`config.mk`:
```
export PLATFORM = sky130hd
export DESIGN_NAME = colour_bar_gen
export DESIGN_NICKNAME = d
export VERILOG_FILES = /design/src/rtl/cbar_pkg.sv /design/src/rtl/cbar_table.sv /design/src/rtl/cbar_pos.sv /design/src/rtl/cbar_fmt.sv /design/src/rtl/colour_bar_gen.sv
export SDC_FILE = /design/constraint.sdc
export NUM_CORES = 1
export LEC_CHECK = 0
export ABC_AREA = 1
export CAP_MARGIN = 25
export CELL_PAD_IN_SITES_DETAIL_PLACEMENT = 2
export CELL_PAD_IN_SITES_GLOBAL_PLACEMENT = 2
export CORE_MARGIN = 1.5
export CORE_UTILIZATION = 38
export DETAILED_ROUTE_END_ITERATION = 12
export MAX_ROUTING_LAYER = met4
export PLACE_DENSITY_LB_ADDON = 0.1
export SLEW_MARGIN = 5
export SYNTH_ARGS = -nofsm -noshare
export SYNTH_HDL_FRONTEND = slang
export SYNTH_SLANG_ARGS = --single-unit
```
`constraint.sdc`:
```
create_clock -name clk_i -period 13.76 [get_ports clk_i]
set_input_delay 3.44 -clock clk_i [delete_from_list [all_inputs] [get_ports clk_i]]
set_output_delay 3.44 -clock clk_i [all_outputs]
set_load 0.02 [all_outputs]
```
`src/rtl/cbar_pkg.sv`:
```
package cbar_pkg;

  typedef enum logic [1:0] {
    FLD_LUMA = 2'd0,
    FLD_CB   = 2'd1,
    FLD_CR   = 2'd2,
    FLD_MODE = 2'd3
  } cfg_field_e;

  typedef enum logic [1:0] {
    PH_CB = 2'd0,
    PH_Y0 = 2'd1,
    PH_CR = 2'd2,
    PH_Y1 = 2'd3
  } byte_phase_e;

  // bar number of a pixel, clamped to the last bar
  function automatic int unsigned bar_of(input int unsigned pix,
                                         input int unsigned bar_w,
                                         input int unsigned n_bars);
    int unsigned q;
    q = pix / bar_w;
    if (q >= n_bars) q = n_bars - 1;
    return q;
  endfunction

  // pixel whose luma a byte carries
  function automatic int unsigned luma_pixel(input int unsigned byte_idx);
    return byte_idx >> 1;
  endfunction

  // even pixel whose chroma pair a byte carries
  function automatic int unsigned chroma_pixel(input int unsigned byte_idx);
    return (byte_idx >> 2) << 1;
  endfunction

endpackage

```
`src/rtl/cbar_table.sv`:
```
module cbar_table #(
  parameter int DW    = 8,
  parameter int BARS  = 8,
  parameter int IDX_W = $clog2(BARS),
  parameter logic [DW-1:0] BLANK_Y = DW'(16),
  parameter logic [DW-1:0] BLANK_C = DW'(128)
) (
  input  logic             clk_i,
  input  logic             rst_ni,
  input  logic             cfg_we_i,
  input  logic [1:0]       cfg_field_i,
  input  logic [IDX_W-1:0] cfg_slot_i,
  input  logic [DW-1:0]    cfg_data_i,
  input  logic [IDX_W-1:0] y_slot_i,
  input  logic [IDX_W-1:0] c_slot_i,
  output logic [DW-1:0]    y_o,
  output logic [DW-1:0]    cb_o,
  output logic [DW-1:0]    cr_o,
  output logic             bar_en_o
);
  import cbar_pkg::*;

  logic [BARS-1:0][DW-1:0] ytab;
  logic [BARS-1:0][DW-1:0] cbtab;
  logic [BARS-1:0][DW-1:0] crtab;
  logic                    mode_q;
  cfg_field_e              field;

  assign field = cfg_field_e'(cfg_field_i);

  for (genvar e = 0; e < BARS; e++) begin : g_slot
    logic [DW-1:0] y_q, cb_q, cr_q;
    logic          hit;
    assign hit = cfg_we_i && (cfg_slot_i == IDX_W'(e));
    always_ff @(posedge clk_i) begin
      if (!rst_ni) begin
        y_q  <= BLANK_Y;
        cb_q <= BLANK_C;
        cr_q <= BLANK_C;
      end else if (hit) begin
        case (field)
          FLD_LUMA: y_q  <= cfg_data_i;
          FLD_CB:   cb_q <= cfg_data_i;
          FLD_CR:   cr_q <= cfg_data_i;
          default:  ;
        endcase
      end
    end
    assign ytab[e]  = y_q;
    assign cbtab[e] = cb_q;
    assign crtab[e] = cr_q;
  end

  always_ff @(posedge clk_i) begin
    if (!rst_ni) mode_q <= 1'b0;
    else if (cfg_we_i && field == FLD_MODE) mode_q <= cfg_data_i[0];
  end

  assign y_o      = ytab[y_slot_i];
  assign cb_o     = cbtab[c_slot_i];
  assign cr_o     = crtab[c_slot_i];
  assign bar_en_o = mode_q;


  luma_write_chk: assert property (@(posedge clk_i) disable iff (!rst_ni)
    (cfg_we_i && cfg_field_i == 2'd0) |=> ytab[$past(cfg_slot_i)] == $past(cfg_data_i));


  mode_hold_chk: assert property (@(posedge clk_i) disable iff (!rst_ni)
    !(cfg_we_i && cfg_field_i == 2'd3) |=> $stable(mode_q));

endmodule

```
`src/rtl/cbar_pos.sv`:
```
module cbar_pos #(
  parameter int PIX   = 720,
  parameter int BARS  = 8,
  parameter int IDX_W = $clog2(BARS),
  parameter int CNT_W = $clog2(4 * PIX)
) (
  input  logic             clk_i,
  input  logic             rst_ni,
  input  logic             line_start_i,
  input  logic             active_i,
  output logic [1:0]       phase_o,
  output logic [IDX_W-1:0] y_slot_o,
  output logic [IDX_W-1:0] c_slot_o,
  output logic             blank_luma_o
);
  import cbar_pkg::*;

  localparam int BAR_W = PIX / BARS;

  logic [CNT_W-1:0] cnt_q, idx_now, cnt_d;
  logic             bph_q, bph_now, bph_d;

  assign idx_now = line_start_i ? '0 : cnt_q;
  assign cnt_d   = (active_i && idx_now != {CNT_W{1'b1}}) ? idx_now + 1'b1 : idx_now;
  assign bph_now = line_start_i ? 1'b0 : bph_q;
  assign bph_d   = active_i ? bph_now : ~bph_now;

  always_ff @(posedge clk_i) begin
    if (!rst_ni) begin
      cnt_q <= '0;
      bph_q <= 1'b0;
    end else begin
      cnt_q <= cnt_d;
      bph_q <= bph_d;
    end
  end

  assign phase_o      = idx_now[1:0];
  assign y_slot_o     = IDX_W'(bar_of(luma_pixel(32'(idx_now)), BAR_W, BARS));
  assign c_slot_o     = IDX_W'(bar_of(chroma_pixel(32'(idx_now)), BAR_W, BARS));
  assign blank_luma_o = bph_now;


  first_byte_chk: assert property (@(posedge clk_i) disable iff (!rst_ni)
    (line_start_i && active_i) |=> cnt_q == CNT_W'(1));


  count_mono_chk: assert property (@(posedge clk_i) disable iff (!rst_ni)
    !line_start_i |=> cnt_q >= $past(cnt_q));


  blank_toggle_chk: assert property (@(posedge clk_i) disable iff (!rst_ni)
    !active_i |=> bph_q != $past(bph_now));

endmodule

```
`src/rtl/cbar_fmt.sv`:
```
module cbar_fmt #(
  parameter int DW = 8,
  parameter logic [DW-1:0] BLANK_Y = DW'(16),
  parameter logic [DW-1:0] BLANK_C = DW'(128)
) (
  input  logic          bar_en_i,
  input  logic          active_i,
  input  logic [1:0]    phase_i,
  input  logic          blank_luma_i,
  input  logic [DW-1:0] y_i,
  input  logic [DW-1:0] cb_i,
  input  logic [DW-1:0] cr_i,
  input  logic [DW-1:0] pix_i,
  output logic [DW-1:0] byte_o
);
  import cbar_pkg::*;

  logic [DW-1:0] bar_byte;

  always_comb begin
    case (byte_phase_e'(phase_i))
      PH_CB:   bar_byte = cb_i;
      PH_CR:   bar_byte = cr_i;
      default: bar_byte = y_i;
    endcase
  end

  always_comb begin
    if (!bar_en_i)      byte_o = pix_i;
    else if (!active_i) byte_o = blank_luma_i ? BLANK_Y : BLANK_C;
    else                byte_o = bar_byte;
  end

endmodule

```
`src/rtl/colour_bar_gen.sv`:
```
module colour_bar_gen #(
  parameter int DW    = 8,
  parameter int PIX   = 720,
  parameter int BARS  = 8,
  parameter int IDX_W = $clog2(BARS)
) (
  input  logic             clk_i,
  input  logic             rst_ni,
  input  logic             line_start_i,
  input  logic             active_i,
  input  logic [DW-1:0]    pix_i,
  input  logic             cfg_we_i,
  input  logic [1:0]       cfg_field_i,
  input  logic [IDX_W-1:0] cfg_slot_i,
  input  logic [DW-1:0]    cfg_data_i,
  output logic [DW-1:0]    pix_o
);
  localparam logic [DW-1:0] BLANK_Y = DW'(16);
  localparam logic [DW-1:0] BLANK_C = DW'(128);

  logic [1:0]       phase;
  logic [IDX_W-1:0] y_slot, c_slot;
  logic             blank_luma, bar_en;
  logic [DW-1:0]    y_val, cb_val, cr_val, next_byte;

  cbar_pos #(.PIX(PIX), .BARS(BARS), .IDX_W(IDX_W)) u_pos (
    .clk_i(clk_i), .rst_ni(rst_ni),
    .line_start_i(line_start_i), .active_i(active_i),
    .phase_o(phase), .y_slot_o(y_slot), .c_slot_o(c_slot),
    .blank_luma_o(blank_luma)
  );

  cbar_table #(.DW(DW), .BARS(BARS), .IDX_W(IDX_W),
               .BLANK_Y(BLANK_Y), .BLANK_C(BLANK_C)) u_table (
    .clk_i(clk_i), .rst_ni(rst_ni),
    .cfg_we_i(cfg_we_i), .cfg_field_i(cfg_field_i),
    .cfg_slot_i(cfg_slot_i), .cfg_data_i(cfg_data_i),
    .y_slot_i(y_slot), .c_slot_i(c_slot),
    .y_o(y_val), .cb_o(cb_val), .cr_o(cr_val), .bar_en_o(bar_en)
  );

  cbar_fmt #(.DW(DW), .BLANK_Y(BLANK_Y), .BLANK_C(BLANK_C)) u_fmt (
    .bar_en_i(bar_en), .active_i(active_i), .phase_i(phase),
    .blank_luma_i(blank_luma), .y_i(y_val), .cb_i(cb_val), .cr_i(cr_val),
    .pix_i(pix_i), .byte_o(next_byte)
  );

  always_ff @(posedge clk_i) begin
    if (!rst_ni) pix_o <= '0;
    else         pix_o <= next_byte;
  end


  pass_through_chk: assert property (@(posedge clk_i) disable iff (!rst_ni)
    !bar_en |=> pix_o == $past(pix_i));


  blank_level_chk: assert property (@(posedge clk_i) disable iff (!rst_ni)
    (bar_en && !active_i) |=> (pix_o == BLANK_Y || pix_o == BLANK_C));


  chroma_slot_chk: assert property (@(posedge clk_i) disable iff (!rst_ni)
    (bar_en && active_i && phase == 2'd0) |=> pix_o == $past(cb_val));

endmodule

```
==> Word-level counts from Yosys, hierarchy flattened <==
Cells that the tools add are included.
{ "totals": {"register_bits": 214, "out_inout_bits": 8, "word_cells": 101} }
{ "op_classes": {"add_sub_neg": 1, "div": 2, "order_cmp": 4, "n_eq_ne": 12, "muxes": 16, "bitwise_logic": 1, "reduce_logical": 37} }
{ "op_table": {"columns": ["operator", "n"], "rows": [
  ["$bmux W8 S3", 3],
  ["$div A11 B7 Y32 const B", 2],
  ["$ge A32 B4 Y1 const B", 2],
  ["$mux W8", 6],
  ["$reduce_and A2 Y1", 24],
  ["$mux W12", 2],
  ["$pmux W8 S2", 1],
  ["$add A12 B1 Y12 const B", 1],
  ["$eq A3 B3 Y1 const B", 4],
  ["$ne A12 B12 Y1 const B", 1],
  ["$logic_and A1 B1 Y1", 10],
  ["$lt A3 B4 Y1 const B", 2],
  ["$eq A2 B2 Y1 const B", 3],
  ["$eq A3 B2 Y1 const B", 2],
  ["$mux W3", 2],
  ["$logic_not A2 Y1", 2],
  ["$eq A3 B1 Y1 const B", 1],
  ["$logic_not A3 Y1", 1],
  ["$eq A2 B1 Y1 const B", 1],
  ["$mux W1", 2],
  ["$not A1 Y1", 1]
]} }

==> Depth between registers and ports, before layout <==
Gate-level depths: netlist (run 1).
{ "depth": {"depth_word": 9, "ltp_mapped": 41, "mapped_depth_nobuf": 40} }

==> Modules after synthesis <==
From an unflattened synthesis (run 1), not the netlist that was laid out.
{ "unflattened": {"hier_cells": 2176, "area_unflattened_um2": 12573.3} }
{ "by_module_without_submodules": {"columns": ["mod", "n_inst", "cells_each", "area_per_inst_um2", "seq_area_each_um2"], "rows": [
  ["cbar_table", 1, 1794, 10364.9, 3863.7],
  ["cbar_pos", 1, 291, 1675.4, 260.2],
  ["cbar_fmt", 1, 66, 307.8, 0.0],
  ["colour_bar_gen", 1, 25, 225.2, 160.2]
]} }

==> Worst setup path before layout (run 1) <==
No wires, ideal clock.
{ "synth_path": {"path_kind": "input -> register", "start": "input line_start_i", "end": "register pix_o[0]", "setup_ns": 0.132, "arrival_ns": 6.987, "required_time_ns": 13.628, "path_slack_ns": 6.640, "stages": 35, "n_path_buf": 3, "cell_sequence": "buf_6 inv_6 nand2_2 nor2_1 nand2_1 nand2_4 ha_1 nand3_1 nand2_1 a21oi_4 nand3_4 nand3_1 nand3_2 nor2_8 nand3_4 nand2_1 nand2_1 nor2_2 nand2_1 nand2_2 nand2_2 nand2_1 nand2_1 nand2_1 nand2_1 nor2_4 nand3_4 buf_6 buf_2 o211ai_1 nand3_1 nand3_1 nand3_1 nand2_1 a21oi_1"} }
{ "synth_between": {"elab_chain_len": 9, "elab_cells_between_ends": 18, "cone_classes": "div: 2; order compare: 2; eq/ne: 1; mux: 12; reduce/logical: 1"} }
{ "synth_lines": {"columns": ["element", "line", "source"], "rows": [
  ["from (decl)", "colour_bar_gen.sv:9", "input logic line_start_i,"],
  ["$mux W12 (*)", "cbar_pos.sv:23", "assign idx_now = line_start_i ? '0 : cnt_q;"],
  ["$div A11 B7 Y32", "cbar_pkg.sv:22", "q = pix / bar_w;"],
  ["$ge A32 B4 Y1", "cbar_pkg.sv:23", "if (q >= n_bars) q = n_bars - 1;"],
  ["$mux W3", "cbar_pkg.sv:23", null],
  ["$bmux W8 S3 (on tied branches)", "cbar_table.sv:59, cbar_table.sv:60, cbar_table.sv:61", null],
  ["$mux W8 (on tied branches)", "cbar_table.sv:59, cbar_table.sv:60, cbar_table.sv:61", null],
  ["$pmux W8 S2 (*)", "cbar_fmt.sv:21", "case (byte_phase_e'(phase_i))"],
  ["$mux W8 (*)", "cbar_fmt.sv:30", "else if (!active_i) byte_o = blank_luma_i ? BLANK_Y : BLANK_C;"],
  ["$mux W8 (*)", "cbar_fmt.sv:29", "if (!bar_en_i) byte_o = pix_i;"],
  ["to (signal assigned)", "colour_bar_gen.sv:50", "else pix_o <= next_byte;"],
  ["to (decl)", "colour_bar_gen.sv:16", "output logic [DW-1:0] pix_o"]
]} }
Every way passes the cells marked *; elsewhere a longest branch is shown, timed or not. The select of a mux whose other input is x is not followed.
A chain may end at the register's enable or synchronous reset.

==> Worst setup path after layout (run 1) <==
Ends and elaborated chain as after synthesis.

==> out/metrics.yaml, run 1 <==
run_status:
  status: "completed"
yosys:
  synth_mux_area_share_pct: 0
  synthSimpleGateAreaFrac_pct: 26.8
  synth_edf_count: 0
  yosysMostFrequentCell: "nor2_1"
  synth_top_family_by_area: "simple AND/OR/NAND/NOR gates"
  synthTopCellsByArea: "dfxtp_1 40%, o21ai_0 9.5%, nor2_1 8.4%"
  ys_warn_count: 0
  syn_area_sq_um: 10700
  yosys.area.top_type: "dfxtp_1"
  synthFlopType: "dfxtp_1"
  synth_common_cells: "240 x nor2_1, 218 x nand2_1, 214 x dfxtp_1"
  seq_area_frac_synth_pct: 39.9
  syn_avg_cell_area_sq_um: 6.73
  synth_top_area_share_pct: 39.9
  synth_compound_area_share_pct: 22.2
  synth_fa_ha_area_share_pct: 0.466
  synthCells: 1594
  ys_ff_latch: 214
  ys_types: 44
  syn_nets: 1624
  async_flop_share_pct: 0
  synth_xor_area_share_pct: 0.163
cells_and_area:
  area_delta_synth_final_pct: 13.9
  antennaDiodeCount: 0
  nNetsFinal: 1611
  final_util_pct: 44.0
  design_area_sq_um: 12200
  drive_above_1_share_pct: 7.08
  final_cells: 1975
clocking:
  cts_resized: 0
  cts_made_buffers: 26
  cts.clk_slew.worst_paths_ps: 60
  insertion_delay_ps: 550
  cts_setup_buffers: 0
  root_buffer: "clkbuf_16"
  holdBufCountCts: 0
  cts_sinks: 214
  cts_tree: "yes"
  cts_max_path_buffers: 3
  htree_levels: 1
pwr:
  p_leak_nw: 5.01
  p_per_area_nw_per_um2: 119
  peakVddDrop_uv: 89.5
  power.total_mw: 1.45
hold_path:
  min_path_type: "flop to flop"
routing:
  wirelength_mm: 40.2
  viasPerCell: 5.51
  drcViolationCount: 0
  dr.pass1.iters: 5
  dr.first_iter.drc_count: 592
  wl_per_cell_um: 20.3
  vias: 10900
  antenna_left: 0
sta:
  slew_viol_final: 0
  fin_tns_setup_ps: 0
  finalWorstPathRequiredPeriod_ps: 9380
  skew_ps: 33.3
  worst_slack_ps: 4380
  hold_viol_final: 0
  slew-limit-headroom_pct: 31.1
  setup_violations: 0
  grt_setup_unrepaired: "no"
  max_freq_mhz: 107
  period_share_pct: 68.2
  holdWs_ps: 457
  tightest_slew_ps: 1030
floorplan:
  die-width_um: 171
  placeableCoreArea_sq_um: 27800
  io-pin-count: 34
  start_util_pct: 38.6
  dieArea_sq_um: 29300
  fp.dieH_um: 171
  row_count: 61
critical_path:
  crit_type: "primary input to flop"
  critPathCaptureType: "flop"
  cp.arrival_ps: 9780
  worstPathMaxFanout: 106
  worst_setup_path_start_kind: "primary input"
  required_ps: 14160
  max_stage_delay_ps: 750
  cpMostUsedCell: "nand2_1"
  slowest_stage: "clkdlybuf4s50_1"
grt:
  grt_pass1_wl_mm: 64.3
  grt.overflow.total: 0
  grt_pass1_vias: 11700
  antenna_found_initial: 0
  track_usage_pct: 28.9
  grt_max_degree: 119
placement:
  placed_cells: 1929
  port_buffers: 33
  postPlaceCellArea_sq_um: 11300
  gp_routability_congestion: 0.816
  dpl.hpwl_mm: 26.3
  pre_cts_ws_ps: 4000
job:
  drv_cap: 0
-- power breakdown --
group	switching, mW	internal [mW]	total, mW
Sequential	0.00433	0.629	0.634
Combinational	0.0547	0.0235	0.0782
Clock	0.275	0.466	0.741
-- sequential cells by signal, indices dropped and copies added, names as in the netlist --
| name | flops |
|---|---|
| u_table.g_slot.cb_q | 64 |
| u_table.g_slot.cr_q | 64 |
| u_table.g_slot.y_q | 64 |
| u_pos.cnt_q | 12 |
| pix_o | 8 |
| u_pos.bph_q | 1 |
| u_table.bar_en_o | 1 |
-- logic make-up (layout without fill, tap and decap cells) --
logic type | count (synthesis) | after routing
fa+ha+maj | 4 | 4
xor+xnor | 2 | 2
buf+inv | 280 | 283
simple gates | 656 | 656
compound gates | 438 | 438
flops | 214 | 214
-- cells in the final DEF, fill, tap and decap left out, drive strengths merged, types with 19 or more instances in the layout --
cell type,synthesis,layout
a21oi,156,156
buf,19,19
clkbuf,72,37
clkdlybuf4s50,0,31
dfxtp,214,214
inv,180,180
nand2,228,228
nand3,141,141
nand4,27,27
nor2,247,247
o211ai,38,38
o21ai,236,236
-- worst paths after layout --
check	startpoint	end	slack [ps]	depth (start not counted)
worst max-delay path	line_start_i	pix_o[0]	4380	34
worst min-delay path	u_table.g_slot[0].cb_q[0]	u_table.g_slot[0].cb_q[0]	460	2
worst max register to register	u_pos.cnt_q[11]	pix_o[0]	7530	30
worst min register to register	u_table.g_slot[0].cb_q[0]	u_table.g_slot[0].cb_q[0]	460	2
-- layer usage --
metal | global-route usage, % | up-vias | wire [um]
met5 | - | - | 0
met4 | 7.36 | 0 | 1020
met3 | 2.82 | 56 | 1140
met2 | 50.0 | 151 | 19800
met1 | 36.0 | 5473 | 18200
li1 | - | 5212 | -
-- layout make-up --
class	count	area, sq um
clock buffers	37	782
clock inverters	7	146
fillers	3358	15600
inverters	189	716
multi-input cells	1100	5330
flip-flops and latches	214	4280
well taps	378	473
repair buffers	50	490
-- critical path, delay by kind of cell --
kind	cells	cell delay (ps)
compound gates	3	440
fa+ha+maj	1	200
buf+inv	6	1700
simple gates	24	3850
(Power assumes the default switching activity.)
==> inputs of run 2 (changes only) <==
--- a/config.mk
+++ b/config.mk
@@ -10,7 +10,7 @@
 export CELL_PAD_IN_SITES_DETAIL_PLACEMENT = 2
 export CELL_PAD_IN_SITES_GLOBAL_PLACEMENT = 2
 export CORE_MARGIN = 1.5
-export CORE_UTILIZATION = 38
+export CORE_UTILIZATION = 32
 export DETAILED_ROUTE_END_ITERATION = 12
 export MAX_ROUTING_LAYER = met4
 export PLACE_DENSITY_LB_ADDON = 0.1
==> constraint.sdc (replaced) <==
create_clock -name clk_i -period 8.3 [get_ports clk_i]
set_input_delay 2.075 -clock clk_i [delete_from_list [all_inputs] [get_ports clk_i]]
set_output_delay 2.075 -clock clk_i [all_outputs]
set_load 0.02 [all_outputs]
==> run 2 against run 1 <==
Effect of this change: via count down 0.57%; core utilization down 6.8 points; sequential share of layout area up 0.086 points; wire length up 2.2%; critical path type unchanged; power up 59%; highest routed layer unchanged; clock-buffer cell count up 3.
==> out/metrics.yaml, run 2 (synthesized netlist as in run 1, its figures left out) <==
run_status:
  status: "completed"
routing:
  drcViolationCount: 0  # unchanged
  vias: 10800  # -0.57%
  wirelength_mm: 41.1  # +2.2%
  viasPerCell: 5.31  # -3.7%
  dr.pass1.iters: 5  # unchanged
  dr.first_iter.drc_count: 589  # -0.51%
  wl_per_cell_um: 20.1  # -1.0%
  antenna_left: 0  # unchanged
job:
  drv_cap: 0  # unchanged
floorplan:
  dieArea_sq_um: 34600  # +18%
  io-pin-count: 34  # unchanged
  fp.dieH_um: 186  # +8.8%
  row_count: 66  # +8.2%
  start_util_pct: 32.7  # -5.9 points
  die-width_um: 186  # +8.8%
  placeableCoreArea_sq_um: 32800  # +18%
clocking:
  cts.clk_slew.worst_paths_ps: 60  # about the same
  cts_tree: "yes"
  cts_setup_buffers: 0  # unchanged
  cts_made_buffers: 27  # +3.8%
  holdBufCountCts: 0  # unchanged
  cts_resized: 0  # unchanged
  insertion_delay_ps: 530  # -20 ps
  htree_levels: 1  # unchanged
  root_buffer: "clkbuf_16"
  cts_max_path_buffers: 3  # unchanged
  cts_sinks: 214  # unchanged
cells_and_area:
  area_delta_synth_final_pct: 13.6
  biggestRegsByFlops: "u_table.g_slot.cb_q x64, u_table.g_slot.cr_q x64, u_table.g_slot.y_q x64"
  final_cells: 2040  # +3.3%
  drive_above_1_share_pct: 6.88  # -0.19 points
  design_area_sq_um: 12200  # -0.25%
  antennaDiodeCount: 0  # unchanged
  nNetsFinal: 1612  # +0.062%
  final_common_cell: "nor2_1"
  final_cell_mix: "238 x nor2_1, 218 x nand2_1, 214 x dfxtp_1"
critical_path:
  r2r-end: "pix_o[1]"
  reg2reg_depth: 31  # +3.3%
  r2r_setup_slack_ps: 2880  # -4650 ps
  critPathCaptureType: "flop"
  required_ps: 8730  # -5430 ps
  startpoint: "line_start_i"
  crit_type: "primary input to flop"
  cp.arrival_ps: 7590  # -2190 ps
  cpMostUsedCell: "nand2_1"
  endpoint: "pix_o[1]"
  worstPathMaxFanout: 122  # +15%
  regToRegStartpoint: "u_pos.cnt_q[11]"
  slowest_stage: "clkdlybuf4s50_1"
  max_stage_delay_ps: 750  # about the same
  worst_setup_path_start_kind: "primary input"
sta:
  setup_violations: 0  # unchanged
  fin_tns_setup_ps: 0  # unchanged
  holdWs_ps: 448  # -9.78 ps
  grt_setup_unrepaired: "no"
  finalWorstPathRequiredPeriod_ps: 7160
  skew_ps: 10.3  # -23.1 ps
  slew_viol_final: 0  # unchanged
  tightest_slew_ps: 1010  # -17.0 ps
  period_share_pct: 86.3
  hold_viol_final: 0  # unchanged
  slew-limit-headroom_pct: 32.3  # +1.1 points
  max_freq_mhz: 140
pwr:
  p_leak_nw: 4.96  # -0.99%
  p_per_area_nw_per_um2: 190  # +59%
  power.total_mw: 2.31  # +59%
  peakVddDrop_uv: 136  # +51%
placement:
  gp_routability_congestion: 0.842  # +3.2%
  postPlaceCellArea_sq_um: 11400  # +0.91%
  dpl.hpwl_mm: 27.0  # +2.9%
  placed_cells: 1995  # +3.4%
  port_buffers: 33  # unchanged
grt:
  antenna_found_initial: 0  # unchanged
  grt.overflow.total: 0  # unchanged
  grt_pass1_vias: 11400  # -2.6%
  grt_pass1_wl_mm: 64.9  # +1.0%
  grt_max_degree: 123  # +3.4%
  track_usage_pct: 24.9  # -4.0 points
hold_path:
  min_path_type: "flop to flop"
run 2: metrics by stage:
step / worst slack (ps) / util [%]
after CTS: 1100 / 37.2
after floorplan: 2550 / -
after global placement: 622 / 34.6
final: 1140 / 37.2
after global routing: 659 / 37.2
after detailed placement: 559 / 34.6
run 2: worst max-delay path: cells and delay by family:
| family | cells | cell delay [ps] |
|---|---|---|
| buffers and inverters | 5 | 1610 |
| adder cells (fa/ha/maj) | 1 | 200 |
| AO/OA/AOI/OAI | 2 | 240 |
| AND/OR/NAND/NOR | 27 | 3290 |
run 2: worst min-delay path by stage:
stage / startpoint / endpoint / slack [ps] / cells after the start
after detailed placement: u_table.g_slot[0].cr_q[7] / u_table.g_slot[0].cr_q[7] / 440 / 2
after global placement: u_table.g_slot[6].y_q[7] / u_table.g_slot[6].y_q[7] / 430 / 2
after floorplan: u_table.g_slot[0].cr_q[7] / u_table.g_slot[0].cr_q[7] / 420 / 2
after global routing: u_table.g_slot[0].cb_q[0] / u_table.g_slot[0].cb_q[0] / 470 / 2
after CTS: u_table.g_slot[0].cb_q[3] / u_table.g_slot[0].cb_q[3] / 450 / 2
final: u_table.g_slot[0].cb_q[3] / u_table.g_slot[0].cb_q[3] / 450 / 2
run 2: layout make-up:
cell class	instances	area, sq um
clock buffer	40	785
clock inverter	5	53.8
fill	3971	20600
inverter	189	716
multi-input combinational	1100	5330
sequential	214	4280
tap	442	553
timing repair buffer	50	470
run 2: report_power, final:
part	internal, mW	total, mW	switching [mW]
logic	0.0371	0.129	0.0916
clock network	0.677	1.13	0.456
registers	1.04	1.05	0.00679
run 2: layer usage:
metal  routed length (um)  vias up  track usage, %
met3                  943       48            2.21
li1                     -     5222               -
met2                20100      129            42.3
met5                    0        -               -
met4                  760        0            5.61
met1                19200     5431            32.1
==> inputs of run 3 (changes only) <==
--- a/config.mk
+++ b/config.mk
@@ -12,6 +12,7 @@
 export CORE_MARGIN = 1.5
 export CORE_UTILIZATION = 32
 export DETAILED_ROUTE_END_ITERATION = 12
+export GPL_ROUTABILITY_DRIVEN = 0
 export MAX_ROUTING_LAYER = met4
 export PLACE_DENSITY_LB_ADDON = 0.1
 export SLEW_MARGIN = 5
==> results of run 3 <==
Same layout as run 2: the final DEF is identical, and so are final timing and power.
